### config.mk
export PLATFORM = sky130hd
export DESIGN_NAME = adc_serial_ctrl
export DESIGN_NICKNAME = d
export VERILOG_FILES = /design/src/rtl/adc_ser_pkg.sv /design/src/rtl/sync_bus.sv /design/src/rtl/cfg_rx.sv /design/src/rtl/sar_engine.sv /design/src/rtl/adc_serial_ctrl.sv
export SDC_FILE = /design/constraint.sdc
export NUM_CORES = 1
export LEC_CHECK = 0
export BUFFER_PORTS_ARGS = -buffer_cell sky130_fd_sc_hd__clkbuf_2
export CAP_MARGIN = 20
export CORE_ASPECT_RATIO = 0.5
export CORE_MARGIN = 2
export CORE_UTILIZATION = 50
export CTS_CLUSTER_SIZE = 12
export DETAILED_ROUTE_END_ITERATION = 7
export PLACE_DENSITY = 0.69
export SKIP_CTS_REPAIR_TIMING = 1
export SYNTH_ARGS = -nofsm -noshare
export SYNTH_HDL_FRONTEND = slang
export SYNTH_SLANG_ARGS = --single-unit
### constraint.sdc
create_clock -name clk -period 2.8 [get_ports clk]
set_input_delay 0.56 -clock clk [delete_from_list [all_inputs] [get_ports clk]]
set_output_delay 0.56 -clock clk [all_outputs]
set_load 0.02 [all_outputs]
### src/rtl/adc_ser_pkg.sv
package adc_ser_pkg;

  typedef struct packed {
    logic       sgl;
    logic       odd;
    logic [1:0] sel;
    logic       uni;
    logic       msbf;
    logic       pwr;
  } ctl_word_t;

  localparam int CTL_W = $bits(ctl_word_t);

  typedef enum logic [2:0] {
    ST_RX,
    ST_SMP,
    ST_CONV,
    ST_LSB,
    ST_TAIL,
    ST_HOLD
  } seq_st_t;

endpackage

### src/rtl/sync_bus.sv
module sync_bus #(
  parameter int             W       = 3,
  parameter logic [W-1:0]   RST_VAL = '0
) (
  input  logic         clk,
  input  logic         rst_n,
  input  logic [W-1:0] d,
  output logic [W-1:0] q
);

  for (genvar i = 0; i < W; i++) begin : g_bit
    logic [1:0] pipe;
    always_ff @(posedge clk or negedge rst_n) begin
      if (!rst_n) pipe <= {2{RST_VAL[i]}};
      else        pipe <= {pipe[0], d[i]};
    end
    assign q[i] = pipe[1];
  end

endmodule

### src/rtl/cfg_rx.sv
module cfg_rx
  import adc_ser_pkg::*;
(
  input  logic      clk,
  input  logic      rst_n,
  input  logic      clr,
  input  logic      rise,
  input  logic      din,
  output logic      stb,
  output ctl_word_t word
);

  localparam int               CW   = $clog2(CTL_W);
  localparam logic [CW-1:0]    LAST = CW'(CTL_W - 1);

  logic             armed_q, armed_n;
  logic [CW-1:0]    cnt_q, cnt_n;
  logic [CTL_W-1:0] sh_q, sh_n;
  logic             stb_q, stb_n;

  always_comb begin
    armed_n = armed_q;
    cnt_n   = cnt_q;
    sh_n    = sh_q;
    stb_n   = 1'b0;
    if (clr) begin
      armed_n = 1'b0;
      cnt_n   = '0;
    end else if (rise) begin
      if (!armed_q) begin
        armed_n = din;
        cnt_n   = '0;
      end else begin
        sh_n = {sh_q[CTL_W-2:0], din};
        if (cnt_q == LAST) begin
          stb_n   = 1'b1;
          armed_n = 1'b0;
          cnt_n   = '0;
        end else begin
          cnt_n = cnt_q + 1'b1;
        end
      end
    end
  end

  always_ff @(posedge clk or negedge rst_n) begin
    if (!rst_n) begin
      armed_q <= 1'b0;
      cnt_q   <= '0;
      sh_q    <= '0;
      stb_q   <= 1'b0;
    end else begin
      armed_q <= armed_n;
      cnt_q   <= cnt_n;
      sh_q    <= sh_n;
      stb_q   <= stb_n;
    end
  end

  assign stb  = stb_q;
  assign word = ctl_word_t'(sh_q);


  ctl_strobe_chk: assert property (@(posedge clk) disable iff (!rst_n)
    stb_q |-> ($past(rise) && !$past(clr)));

endmodule

### src/rtl/sar_engine.sv
module sar_engine #(
  parameter int RES = 12
) (
  input  logic           clk,
  input  logic           rst_n,
  input  logic           abort,
  input  logic           start,
  input  logic           step_en,
  input  logic           cmp,
  output logic           at_msb,
  output logic           at_lsb,
  output logic [RES-1:0] code,
  output logic [RES-1:0] dac
);

  localparam int SW = $clog2(RES);
  localparam logic [SW-1:0] TOP = SW'(RES - 1);

  logic           busy_q, busy_n;
  logic [SW-1:0]  step_q, step_n;
  logic [RES-1:0] res_q, res_n;

  always_comb begin
    busy_n = busy_q;
    step_n = step_q;
    res_n  = res_q;
    if (abort) begin
      busy_n = 1'b0;
    end else if (start) begin
      busy_n = 1'b1;
      res_n  = '0;
      step_n = TOP;
    end else if (step_en && busy_q) begin
      res_n[step_q] = cmp;
      if (step_q == '0) busy_n = 1'b0;
      else              step_n = step_q - 1'b1;
    end
  end

  always_ff @(posedge clk or negedge rst_n) begin
    if (!rst_n) begin
      busy_q <= 1'b0;
      step_q <= '0;
      res_q  <= '0;
    end else begin
      busy_q <= busy_n;
      step_q <= step_n;
      res_q  <= res_n;
    end
  end

  assign at_msb = busy_q && (step_q == TOP);
  assign at_lsb = busy_q && (step_q == '0);
  assign code   = res_q;
  assign dac    = busy_q ? (res_q | (RES'(1) << step_q)) : res_q;


  sar_keep_chk: assert property (@(posedge clk) disable iff (!rst_n)
    (busy_q && step_en && !abort && !start) |=> (res_q[$past(step_q)] == $past(cmp)));

endmodule

### src/rtl/adc_serial_ctrl.sv
module adc_serial_ctrl
  import adc_ser_pkg::*;
#(
  parameter int RES       = 12,
  parameter int SMP_FALLS = 2
) (
  input  logic           clk,
  input  logic           rst_n,
  input  logic           cs_n,
  input  logic           sclk,
  input  logic           din,
  input  logic           cmp,
  output logic           dout,
  output logic           dout_oe,
  output logic           sample,
  output logic [RES-1:0] dac_code,
  output logic [2:0]     pos_ch,
  output logic [2:0]     neg_ch,
  output logic           neg_com,
  output logic           bipolar,
  output logic           shdn_n
);

  localparam int CNT_MAX = (RES > SMP_FALLS) ? RES : SMP_FALLS;
  localparam int CNT_W   = $clog2(CNT_MAX + 1);
  localparam ctl_word_t CFG_RST = '{sgl: 1'b1, odd: 1'b0, sel: 2'b00,
                                    uni: 1'b1, msbf: 1'b1, pwr: 1'b1};

  // pin synchronisers: [2] cs_n, [1] sclk, [0] din
  logic [2:0] pin_q;
  sync_bus #(.W(3), .RST_VAL(3'b100)) u_sync (
    .clk(clk), .rst_n(rst_n), .d({cs_n, sclk, din}), .q(pin_q));

  logic cs_hi, sclk_s, din_s, sclk_d;
  assign cs_hi  = pin_q[2];
  assign sclk_s = pin_q[1];
  assign din_s  = pin_q[0];

  always_ff @(posedge clk or negedge rst_n) begin
    if (!rst_n) sclk_d <= 1'b0;
    else        sclk_d <= sclk_s;
  end

  logic s_rise, s_fall;
  assign s_rise = sclk_s & ~sclk_d;
  assign s_fall = ~sclk_s & sclk_d;

  seq_st_t    st_q, st_n;
  logic [CNT_W-1:0] cnt_q, cnt_n;
  ctl_word_t  cfg_q, cfg_n;
  logic       shdn_q, shdn_n_nx;
  logic       dout_q, dout_n;
  logic       oe_q, oe_n;
  logic       smp_q, smp_n;

  logic       rx_clr, rx_stb;
  ctl_word_t  rx_word;
  assign rx_clr = cs_hi || (st_q != ST_RX);

  cfg_rx u_rx (
    .clk(clk), .rst_n(rst_n), .clr(rx_clr), .rise(s_rise), .din(din_s),
    .stb(rx_stb), .word(rx_word));

  logic           sar_start, sar_step, at_msb, at_lsb;
  logic [RES-1:0] sar_code, out_code;
  assign sar_step = (st_q == ST_CONV) && s_fall && !cs_hi;

  sar_engine #(.RES(RES)) u_sar (
    .clk(clk), .rst_n(rst_n), .abort(cs_hi), .start(sar_start),
    .step_en(sar_step), .cmp(cmp), .at_msb(at_msb), .at_lsb(at_lsb),
    .code(sar_code), .dac(dac_code));

  assign out_code = sar_code ^ {~cfg_q.uni, {(RES-1){1'b0}}};

  always_comb begin
    st_n      = st_q;
    cnt_n     = cnt_q;
    cfg_n     = cfg_q;
    shdn_n_nx = shdn_q;
    dout_n    = dout_q;
    oe_n      = oe_q;
    smp_n     = smp_q;
    sar_start = 1'b0;
    if (cs_hi) begin
      st_n   = ST_RX;
      oe_n   = 1'b0;
      dout_n = 1'b0;
      smp_n  = 1'b0;
      cnt_n  = '0;
    end else begin
      unique case (st_q)
        ST_RX: if (rx_stb) begin
          cfg_n     = rx_word;
          shdn_n_nx = rx_word.pwr;
          cnt_n     = '0;
          if (rx_word.pwr) begin
            st_n  = ST_SMP;
            smp_n = 1'b1;
          end else begin
            st_n = ST_HOLD;
          end
        end
        ST_SMP: if (s_fall) begin
          if (cnt_q == CNT_W'(SMP_FALLS - 1)) begin
            smp_n     = 1'b0;
            oe_n      = 1'b1;
            dout_n    = 1'b0;
            sar_start = 1'b1;
            st_n      = ST_CONV;
          end else begin
            cnt_n = cnt_q + 1'b1;
          end
        end
        ST_CONV: if (s_fall) begin
          dout_n = cmp ^ (at_msb & ~cfg_q.uni);
          if (at_lsb) begin
            cnt_n = '0;
            st_n  = cfg_q.msbf ? ST_TAIL : ST_LSB;
          end
        end
        ST_LSB: if (s_fall) begin
          dout_n = out_code[cnt_q];
          if (cnt_q == CNT_W'(RES - 1)) st_n = ST_TAIL;
          else                          cnt_n = cnt_q + 1'b1;
        end
        ST_TAIL: if (s_fall) dout_n = 1'b0;
        ST_HOLD: ;
        default: st_n = ST_RX;
      endcase
    end
  end

  always_ff @(posedge clk or negedge rst_n) begin
    if (!rst_n) begin
      st_q   <= ST_RX;
      cnt_q  <= '0;
      cfg_q  <= CFG_RST;
      shdn_q <= 1'b1;
      dout_q <= 1'b0;
      oe_q   <= 1'b0;
      smp_q  <= 1'b0;
    end else begin
      st_q   <= st_n;
      cnt_q  <= cnt_n;
      cfg_q  <= cfg_n;
      shdn_q <= shdn_n_nx;
      dout_q <= dout_n;
      oe_q   <= oe_n;
      smp_q  <= smp_n;
    end
  end

  always_comb begin
    pos_ch = {cfg_q.sel, cfg_q.odd};
    if (cfg_q.sgl) begin
      neg_ch  = '0;
      neg_com = 1'b1;
    end else begin
      neg_ch  = {cfg_q.sel, ~cfg_q.odd};
      neg_com = 1'b0;
    end
  end

  assign dout    = dout_q;
  assign dout_oe = oe_q;
  assign sample  = smp_q;
  assign bipolar = ~cfg_q.uni;
  assign shdn_n  = shdn_q;


  abort_quiet_chk: assert property (@(posedge clk) disable iff (!rst_n)
    cs_hi |=> (!dout_oe && !sample));


  smp_drive_excl_chk: assert property (@(posedge clk) disable iff (!rst_n)
    !(sample && dout_oe));


  null_bit_chk: assert property (@(posedge clk) disable iff (!rst_n)
    $rose(dout_oe) |-> !dout);


  shdn_quiet_chk: assert property (@(posedge clk) disable iff (!rst_n)
    !shdn_n |-> (!sample && !dout_oe));

endmodule

==> results.txt, run 1 <==
outcome -> completed
area delta synth->final -> 11.69%
diode count -> 0
Ports -> 30
Critical path buffers and inverters -> 0
vias in the first global route -> 2128
CP delay by family, top -> compound AO/OA/AOI/OAI gates
DR vias/cell -> 5.804
Crit Path Max Fanout -> 14
design area -> 3264 sq um
DR pass1 iterations -> 4
# DRC -> 0
Mapped Nets -> 306
met1 usage -> 28.07%
post-placement cell area -> 3089 sq um
Worst path slowest cell -> a2111oi_4
max_slew headroom -> 54.56%
Die Wd -> 112.1 um
TritonCTS clock tree -> yes
min-delay worst type -> in -> async
fmax -> 409.8 MHz
CP peak stage delay -> 700 ps
remaining antenna violation count -> 0
Worst Path Required -> 3040 ps
GRT Util Overall -> 20.34%
Post-synth ARST share -> 100.0%
Leakage -> 1.493 nW
Final Hold Fails -> 0
endpoints failing setup -> 0
Yosys reg bits -> 53
Clock Skew -> 7.276 ps
Crit Path Category -> reg -> reg
count of clock tree sinks -> 53
core area -> 5563 sq um
detailed-route wire length -> 6096 um
GRT met3 Usage -> 5.021%
Slew @ Worst Pin -> 681.6 ps
number of port buffers -> 29
Post-Syn Area -> 2923 sq um
hold slack -> 171.0 ps
fin worst setup slack -> 359.7 ps
Post-synth EDFFs -> 0
critical path arrival -> 2680 ps
Slew Viols, Final -> 0
DP Cell Count -> 380
Final Cycle Share -> 87.15%
GRT busiest layer -> met2
layout cells sized above 1 -> 25.40%
Cell Rows -> 19
Starting Density -> 52.54%
max_cap viols -> 0
Main synth FF type -> dfrtp_1
Post-Layout Cell Count -> 388
average cell area after synthesis -> 9.975 sq um
clock buffer depth -> 2
Synth Instances -> 293
initial antenna violation count -> 0
unrepaired setup endpoints after global routing -> false
sequential fraction of the synthesis area -> 45.63%
Ys Warns -> 0
Routed WL per cell -> 15.71 um
crit path cell chain -> ha_1 > nor3b_4 > nand3b_2 > a2111oi_4 > and4_4 > a22o_1
unique cell type count in the Yosys netlist -> 60
final RePlAce weighted congestion -> 0.8271
pin count of the biggest net entering global routing -> 39
Die Y -> 58.07 um
Die Area -> 6511 sq um
global routing usage on met2 -> 32.36%
CP Launch Type -> register
R2R setup slack -> 360 ps
TNS Setup -> 0 ps
gr ovfl total -> 0
initial drt markers -> 165
Final nets -> 327
H-tree depth -> 2
maximum ir drop on the vdd rail -> 0.3329 mV
CTS buffer count -> 5
clock slew seen by the registers of the worst setup and hold paths -> 70 ps
worst slack at placement -> 356.0 ps
CP endpoint kind -> register
DP HPWL -> 4314 um
pwr dens -> 645.4 nW/um^2
clk_lat worst skew -> 300 ps
root buffer cell -> clkbuf_16
Vias -> 2252
first-pass GRT wire length -> 10400 um
Tmin final -> 2440 ps
[state kept, by name (all words and copies together), names as in the netlist]
register           cells
u_sar.code            12
u_rx.word              7
u_sync.g_bit.pipe      6
cnt_q                  4
u_sar.step_q           4
cfg_q                  3
pos_ch                 3
st_q                   3
u_rx.cnt_q             3
dout                   1
dout_oe                1
sample                 1
sclk_d                 1
shdn_n                 1
u_rx.armed_q           1
u_rx.stb               1
u_sar.busy_q           1
[cell usage in the layout, fill, tap and decap left out, types with 2 or more instances in the layout]
cell type  count
dfrtp_1       47
nand2_1       43
clkbuf_2      29
o21ai_0       24
nor2_1        17
a31o_2        11
and2_1        11
a22o_1        11
nor2b_1        9
inv_1          8
mux2_2         8
ha_1           7
a21oi_1        6
dfstp_2        6
xnor2_1        5
clkbuf_16      5
buf_4          4
nand2b_1       3
nand3_1        3
nor3_1         3
nand4_1        3
o21a_1         3
and4_4         3
nor4_1         2
and3_1         2
nor3b_1        2
mux4_2         2
nand4b_1       2
mux2i_1        2
o21ai_1        2
nand3b_1       2
o31ai_1        2
[metal layers]
layer	routed length, um	up-vias
met5	0	-
met4	69	0
met3	295	7
met2	2784	52
met1	2947	1107
li1	-	1086
[cells in the mapped netlist (3+ instances only)]
| cell | number | area share (%) |
|---|---|---|
| nor2b_1 | 9 | 1.9 |
| dfstp_2 | 6 | 5.4 |
| and4_4 | 3 | 1.2 |
| dfrtp_1 | 47 | 40 |
| nand3_1 | 3 | 0.51 |
| o21a_1 | 3 | 0.77 |
| and2_1 | 11 | 2.4 |
| nand2_1 | 43 | 5.5 |
| nor2_1 | 17 | 2.2 |
| nor3_1 | 3 | 0.51 |
| mux2_2 | 8 | 3.1 |
| nand2b_1 | 3 | 0.64 |
| a21oi_1 | 6 | 1.0 |
| xnor2_1 | 5 | 1.5 |
| inv_1 | 8 | 1.0 |
| ha_1 | 7 | 3.0 |
| o21ai_0 | 24 | 4.1 |
| nand4_1 | 3 | 0.64 |
| a31o_2 | 11 | 3.3 |
| buf_4 | 3 | 0.77 |
| a22o_1 | 11 | 3.3 |
| clkbuf_1 | 10 | 1.3 |
[metrics by stage]
step | utilization [%] | power, mW
4_1_cts | 58.68 | 2.124
2_1_floorplan | - | 1.274
3_3_place_gp | 55.53 | 1.385
6_report | 58.68 | 2.107
3_5_place_dp | 55.53 | 1.393
5_1_grt | 58.68 | 2.219
[final timing paths]
check	startpoint	endpoint	cells after the start
worst max-delay path	cnt_q[0]	u_sar.code[9]	6
worst min-delay path	rst_n	pos_ch[0]	1
worst max register to register	cnt_q[0]	u_sar.code[9]	6
worst min register to register	u_sync.g_bit[0].pipe[0]	u_sync.g_bit[0].pipe[1]	0
max in group asynchronous	rst_n	u_sync.g_bit[2].pipe[1]	2
min in group clk	u_sync.g_bit[0].pipe[0]	u_sync.g_bit[0].pipe[1]	0
[area by class of cell]
cell class / count / area (sq um)
fillers: 518 / 2298
repair buffers: 33 / 175.2
flip-flops and latches: 53 / 1334
inverters: 8 / 30.03
clock inverters: 3 / 50.05
clock buffers: 5 / 125.1
well taps: 73 / 91.34
multi-input cells: 213 / 1459
[report_power, final]
part	switching (mW)	leakage (nW)	internal, mW
clock network	0.293	0.0859	0.430
registers	0.0931	0.701	0.816
logic	0.276	0.706	0.199
total	0.662	1.49	1.45
[kinds of logic (layout without fill, tap and decap cells)]
group | Yosys count | after routing | synth area share (%)
AND/OR/NAND/NOR | 117 | 117 | 22.00
AO/OA/AOI/OAI | 72 | 72 | 18.11
flip-flops | 53 | 53 | 45.63
buffers and inverters | 27 | 49 | 4.452
multiplexers | 12 | 12 | 5.308
XOR/XNOR | 5 | 5 | 1.498
adder cells (fa/ha/maj) | 7 | 7 | 2.996
No activity file was read; power rests on OpenSTA's default activity.
==> run 2: changes to the inputs <==
--- a/config.mk
+++ b/config.mk
@@ -16,4 +16,5 @@
 export SKIP_CTS_REPAIR_TIMING = 1
 export SYNTH_ARGS = -nofsm -noshare
 export SYNTH_HDL_FRONTEND = slang
+export SYNTH_HIERARCHICAL = 1
 export SYNTH_SLANG_ARGS = --single-unit
==> run 2 against run 1 <==
Clock power is 18% lower. Count of clock-buffer cells in the layout rose by 2. Register-to-register slack lost 140 ps. Synthesized area up 4.9%. Synthesized cell count shrank 2.0%. Power is 6.1% lower. Sequential power shrank 6.4%. Maximum frequency shrank 5.3%. Wire length rose by 5.7%. Critical path type unchanged. Highest routed layer unchanged.
==> results.txt, run 2 <==
outcome -> completed (unchanged)
count of clock tree sinks -> 53 (unchanged)
initial drt markers -> 139 (was 165)
most frequent cells in the layout -> dfrtp_1, clkbuf_2, mux2_2 (was dfrtp_1, nand2_1, clkbuf_2)
average cell area after synthesis -> 10.69 sq um (was 9.975 sq um)
gr ovfl total -> 0 (unchanged)
min-delay worst type -> in -> async (unchanged)
design area -> 3405 sq um (was 3264 sq um)
Ports -> 30 (unchanged)
Crit Path Max Fanout -> 13 (was 14)
worst slack at placement -> 181.7 ps (was 356.0 ps)
hold slack -> 232.7 ps (was 171.0 ps)
Yosys top cell by area -> dfrtp_1 (unchanged)
Main synth FF type -> dfrtp_1 (unchanged)
Slew @ Worst Pin -> 626.0 ps (was 681.6 ps)
fin worst setup slack -> 222.7 ps (was 359.7 ps)
Cell Rows -> 20 (was 19)
clk_lat worst skew -> 290 ps (was 300 ps)
maximum ir drop on the vdd rail -> 0.2572 mV (was 0.3329 mV)
Die Area -> 6814 sq um (was 6511 sq um)
Worst path slowest cell -> dfrtp_1 (was a2111oi_4)
crit path cell chain -> inv_1 > ha_1 > or3b_4 > or2_2 > nor2_1 > buf_4 > a21o_1 > o211ai_1 > a32o_1 (was ha_1 > nor3b_4 > nand3b_2 > a2111oi_4 > and4_4 > a22o_1)
CP peak stage delay -> 420 ps (was 700 ps)
Final nets -> 321 (was 327)
TNS Setup -> 0 ps (unchanged)
DR vias/cell -> 5.977 (was 5.804)
pwr dens -> 581.3 nW/um^2 (was 645.4 nW/um^2)
total power -> 1.979 mW (was 2.107 mW)
H-tree depth -> 2 (unchanged)
worst setup path endpoint -> u_sar/code[5] (was u_sar.code[9])
R2R depth -> 9 (was 6)
Tmin final -> 2577 ps (was 2440 ps)
Slew Viols, Final -> 0 (unchanged)
unrepaired setup endpoints after global routing -> false (unchanged)
post-synth top area share -> 38.35% (was 40.24%)
most common cell after layout, fill and taps aside -> dfrtp_1 (unchanged)
Post-Syn Area -> 3067 sq um (was 2923 sq um)
R2R setup slack -> 220 ps (was 360 ps)
final RePlAce weighted congestion -> 0.8308 (was 0.8271)
first-pass GRT wire length -> 10720 um (was 10400 um)
Crit Path Category -> reg -> reg (unchanged)
Synth Instances -> 287 (was 293)
sequential fraction of the synthesis area -> 43.49% (was 45.63%)
number of port buffers -> 29 (unchanged)
Routed WL per cell -> 16.69 um (was 15.71 um)
GRT Util Overall -> 20.03% (was 20.34%)
CTS buffer count -> 5 (unchanged)
DP HPWL -> 4476 um (was 4314 um)
Vias -> 2307 (was 2252)
CP delay by family, top -> simple AND/OR/NAND/NOR gates (was compound AO/OA/AOI/OAI gates)
endpoints failing setup -> 0 (unchanged)
fmax -> 388.0 MHz (was 409.8 MHz)
Yosys reg bits -> 53 (unchanged)
diode count -> 0 (unchanged)
Die Wd -> 114.8 um (was 112.1 um)
vias in the first global route -> 2150 (was 2128)
# DRC -> 0 (unchanged)
max_slew headroom -> 58.18% (was 54.56%)
Final Hold Fails -> 0 (unchanged)
unique cell type count in the Yosys netlist -> 63 (was 60)
Worst path depth -> 9 (was 6)
Clock Skew -> 4.531 ps (was 7.276 ps)
pin count of the biggest net entering global routing -> 21 (was 39)
layout cells sized above 1 -> 30.42% (was 25.40%)
RR Startpoint -> cnt_q[1] (was cnt_q[0])
max reg flops -> 12 (unchanged)
Starting Density -> 51.06% (was 52.54%)
detailed-route wire length -> 6444 um (was 6096 um)
clock buffer depth -> 2 (unchanged)
critical path arrival -> 2750 ps (was 2680 ps)
TritonCTS clock tree -> yes (unchanged)
core area -> 6006 sq um (was 5563 sq um)
post-placement cell area -> 3259 sq um (was 3089 sq um)
remaining antenna violation count -> 0 (unchanged)
Post-synth ARST share -> 100.0% (unchanged)
DR pass1 iterations -> 4 (unchanged)
most frequent cells after synthesis -> dfrtp_1, mux2_2, nor2_1 (was dfrtp_1, nand2_1, o21ai_0)
root buffer cell -> clkbuf_16 (unchanged)
Leakage -> 1.540 nW (was 1.493 nW)
Ys Warns -> 6 (was 0)
Worst Path Required -> 2970 ps (was 3040 ps)
Mapped Nets -> 300 (was 306)
Final Cycle Share -> 92.05% (was 87.15%)
CP endpoint kind -> register (unchanged)
Worst Setup SP -> cnt_q[1] (was cnt_q[0])
Die Y -> 59.38 um (was 58.07 um)
max_cap viols -> 0 (unchanged)
area delta synth->final -> 11.02% (was 11.69%)
Critical path buffers and inverters -> 2 (was 0)
worst r2r dst -> u_sar/code[5] (was u_sar.code[9])
layout filler cell count -> 512 (was 518)
initial antenna violation count -> 0 (unchanged)
CP Launch Type -> register (unchanged)
Post-synth EDFFs -> 0 (unchanged)
Synth area leaders -> dfrtp_1, dfstp_2, mux2_2, a32o_1, a31o_2 (was dfrtp_1, nand2_1, dfstp_2, o21ai_0, a22o_1)
clock slew seen by the registers of the worst setup and hold paths -> 70 ps (about the same)
count leader, synth -> dfrtp_1 (unchanged)
-- run 2: worst min-delay path by stage --
stage	from	to	slack, ps	depth (start not counted)
final	rst_n	u_sar/code[10]	230	1
after global routing	rst_n	u_sar/code[10]	270	1
after CTS	rst_n	u_sar/code[10]	250	1
after detailed placement	u_sync/g_bit[1].pipe[0]	u_sync/g_bit[1].pipe[1]	330	0
after global placement	u_sync/g_bit[1].pipe[0]	u_sync/g_bit[1].pipe[1]	330	0
after floorplan	rst_n	cnt_q[0]	260	0
-- run 2: stage by stage --
stage | utilization [%] | instances
after global placement | 54.27 | 378
after floorplan | - | 287
after global routing | 56.69 | 386
after detailed placement | 54.27 | 378
after CTS | 56.60 | 386
final | 56.69 | 386
-- run 2: cell type report --
cell class,count,area [sq um],area share [%]
multi-input combinational,197,1562,45.87
sequential,53,1334,39.18
timing repair buffer,41,235.2,6.909
clock buffer,7,132.6,3.896
tap,77,96.34,2.830
inverter,10,37.54,1.103
clock inverter,1,7.507,0.2205
-- run 2: where the power goes --
part | switching, mW | internal [mW]
Clock | 0.263 | 0.333
Combinational | 0.309 | 0.223
Sequential | 0.0414 | 0.810
-- run 2: layer usage --
layer	vias to the layer above	GRT usage [%]	share of wire (%)
met1	1142	29.24	49
met4	0	6.196	0.29
met3	2	3.579	4.1
met2	57	30.77	46
li1	1106	-	-
met5	-	0	0
-- run 2: kinds of logic (layout without fill, tap and decap cells) --
logic type	after synthesis	count (layout)	share of synthesized area, %
AOI/OAI and AO/OA	74	74	19.09
xor gates and xnor gates	3	3	0.8569
adders and majority gates	7	7	2.856
buffers and inverters	37	59	5.753
DFF	53	53	43.49
muxes	20	20	8.323
and+or+nand+nor	93	93	19.63
-- run 2: worst register-to-register path: cells and delay by family (launching register included) --
family	cells	cell delay, ps
flip-flops	1	420
adder cells (fa/ha/maj)	1	130
buffers and inverters	2	310
AO/OA/AOI/OAI	3	750
AND/OR/NAND/NOR	3	850
==> run 3: changes to the inputs <==
==> constraint.sdc (replaced) <==
create_clock -name clk -period 2.8 [get_ports clk]
set_input_delay 0.7 -clock clk [delete_from_list [all_inputs] [get_ports clk]]
set_output_delay 0.7 -clock clk [all_outputs]
set_load 0.02 [all_outputs]
==> run 3 against run 2 <==
First-iteration DRC count is 17% lower. Highest routed layer unchanged. Sequential cell count stayed put. Count of clock-buffer cells in the layout is 2 lower. Critical endpoint is now dac_code[0]. Power is 1.2% higher. Sequential power is 1% higher. Worst setup slack worse by 120 ps.
==> results.txt, run 3 (same netlist as run 2, synthesis figures left out) <==
outcome -> completed (unchanged)
diode count -> 0 (unchanged)
root buffer cell -> clkbuf_16 (unchanged)
maximum ir drop on the vdd rail -> 0.2831 mV (was 0.2572 mV)
Crit Path Category -> reg -> out (was reg -> reg)
detailed-route wire length -> 6548 um (was 6444 um)
clock slew seen by the registers of the worst setup and hold paths -> 70 ps (about the same)
# DRC -> 0 (unchanged)
fmax -> 371.2 MHz (was 388.0 MHz)
first-pass GRT wire length -> 10890 um (was 10720 um)
max_slew headroom -> 54.46% (was 58.18%)
DP HPWL -> 4477 um (was 4476 um)
most common cell after layout, fill and taps aside -> dfrtp_1 (unchanged)
GRT Util Overall -> 20.21% (was 20.03%)
vias in the first global route -> 2204 (was 2150)
initial antenna violation count -> 0 (unchanged)
Crit Path Max Fanout -> 9 (was 13)
Final nets -> 318 (was 321)
Final Cycle Share -> 96.21% (was 92.05%)
Routed WL per cell -> 17.10 um (was 16.69 um)
clock buffer depth -> 2 (unchanged)
DP Cell Count -> 375 (was 378)
TritonCTS clock tree -> yes (unchanged)
core area -> 6006 sq um (unchanged)
Worst Path Required -> 2100 ps (was 2970 ps)
Slew @ Worst Pin -> 683.1 ps (was 626.0 ps)
DR pass1 iterations -> 5 (was 4)
number of port buffers -> 29 (unchanged)
Cell Rows -> 20 (unchanged)
R2R setup slack -> 230 ps (was 220 ps)
clk_lat worst skew -> 290 ps (about the same)
Slew Viols, Final -> 0 (unchanged)
CP Launch Type -> register (unchanged)
min-delay worst type -> reg -> reg (was in -> async)
count of clock tree sinks -> 53 (unchanged)
Vias -> 2292 (was 2307)
Ports -> 30 (unchanged)
Die Area -> 6814 sq um (unchanged)
layout filler cell count -> 535 (was 512)
Final Hold Fails -> 0 (unchanged)
Leakage -> 1.527 nW (was 1.540 nW)
layout cells sized above 1 -> 31.05% (was 30.42%)
Clock Skew -> 4.702 ps (was 4.531 ps)
H-tree depth -> 2 (unchanged)
unrepaired setup endpoints after global routing -> false (unchanged)
gr ovfl total -> 0 (unchanged)
pin count of the biggest net entering global routing -> 54 (was 21)
TNS Setup -> 0 ps (unchanged)
Tmin final -> 2694 ps (was 2577 ps)
Die Wd -> 114.8 um (unchanged)
Starting Density -> 51.06% (unchanged)
initial drt markers -> 116 (was 139)
area delta synth->final -> 10.61% (was 11.02%)
critical path arrival -> 1990 ps (was 2750 ps)
endpoints failing setup -> 0 (unchanged)
final RePlAce weighted congestion -> 0.8285 (was 0.8308)
most frequent cells in the layout -> dfrtp_1, clkbuf_2, mux2_2 (unchanged)
max reg flops -> 12 (unchanged)
CTS buffer count -> 5 (unchanged)
CP endpoint kind -> primary output (was register)
DR vias/cell -> 5.984 (was 5.977)
remaining antenna violation count -> 0 (unchanged)
Post-Layout Cell Count -> 383 (was 386)
max_cap viols -> 0 (unchanged)
pwr dens -> 590.4 nW/um^2 (was 581.3 nW/um^2)
Die Y -> 59.38 um (unchanged)
[run 3: changes by cell type in the layout (fill, tap and decap cells not counted)]
cell      change
buf_4         -3
clkbuf_1      -2
a21o_1        -1
a21o_2        +1
clkinv_2      +1
inv_6         +1
nor2b_1       -1
nor2b_2       +1
[run 3: area by class of cell]
type	instances	area (sq um)	area share [%]
multi-input combinational	197	1565	46.15
clock inverter	3	21.27	0.6271
inverter	10	37.54	1.107
sequential	53	1334	39.32
clock buffer	5	125.1	3.689
tap	77	96.34	2.840
timing repair buffer	38	212.7	6.271
[run 3: final timing paths]
check / start / cells past startpoint / to
setup / recovery: u_sar/step_q[0] / 6 / dac_code[0]
hold / removal: u_sync/g_bit[1].pipe[0] / 0 / u_sync/g_bit[1].pipe[1]
setup reg to reg: cnt_q[1] / 9 / u_sar/code[6]
hold reg to reg: u_sync/g_bit[1].pipe[0] / 0 / u_sync/g_bit[1].pipe[1]
max in group asynchronous: rst_n / 2 / u_rx/armed_q
min in group asynchronous: rst_n / 2 / u_sar/code[2]
[run 3: through the flow]
| stage | total power, mW | hold slack [ps] | utilization, % | area [sq um] | worst slack, ps |
|---|---|---|---|---|---|
| final | 2.003 | 350.8 | 56.48 | 3392 | 106.0 |
| after detailed placement | 1.386 | 336.4 | 53.90 | 3237 | 159.9 |
| after global routing | 2.099 | 356.5 | 56.48 | 3392 | 4.889 |
| after floorplan | 1.258 | 331.2 | - | 3067 | 396.3 |
| after global placement | 1.375 | 331.8 | 53.90 | 3237 | 202.4 |
| after CTS | 2.002 | 351.0 | 56.33 | 3383 | 80.89 |
[run 3: critical path: stages, from the launching register on]
cell,delay (ps)
dfrtp_1,440
inv_1,110
ha_1,320
nor3b_2,210
and2_1,200
or2_2,270
clkbuf_2,160
[run 3: metal layers]
| metal | track usage, % | vias up | part of all wire [%] |
|---|---|---|---|
| li1 | - | 1102 | - |
| met3 | 3.885 | 2 | 3.5 |
| met4 | 4.819 | 0 | 0.26 |
| met2 | 33.05 | 47 | 46 |
| met1 | 28.33 | 1141 | 50 |
| met5 | 0 | - | 0 |
[run 3: report_power, final]
| group | switching (mW) | internal, mW | leakage [nW] |
|---|---|---|---|
| clock | 0.288 | 0.334 | 0.0702 |
| sequential | 0.0514 | 0.809 | 0.698 |
| combinational | 0.303 | 0.218 | 0.759 |
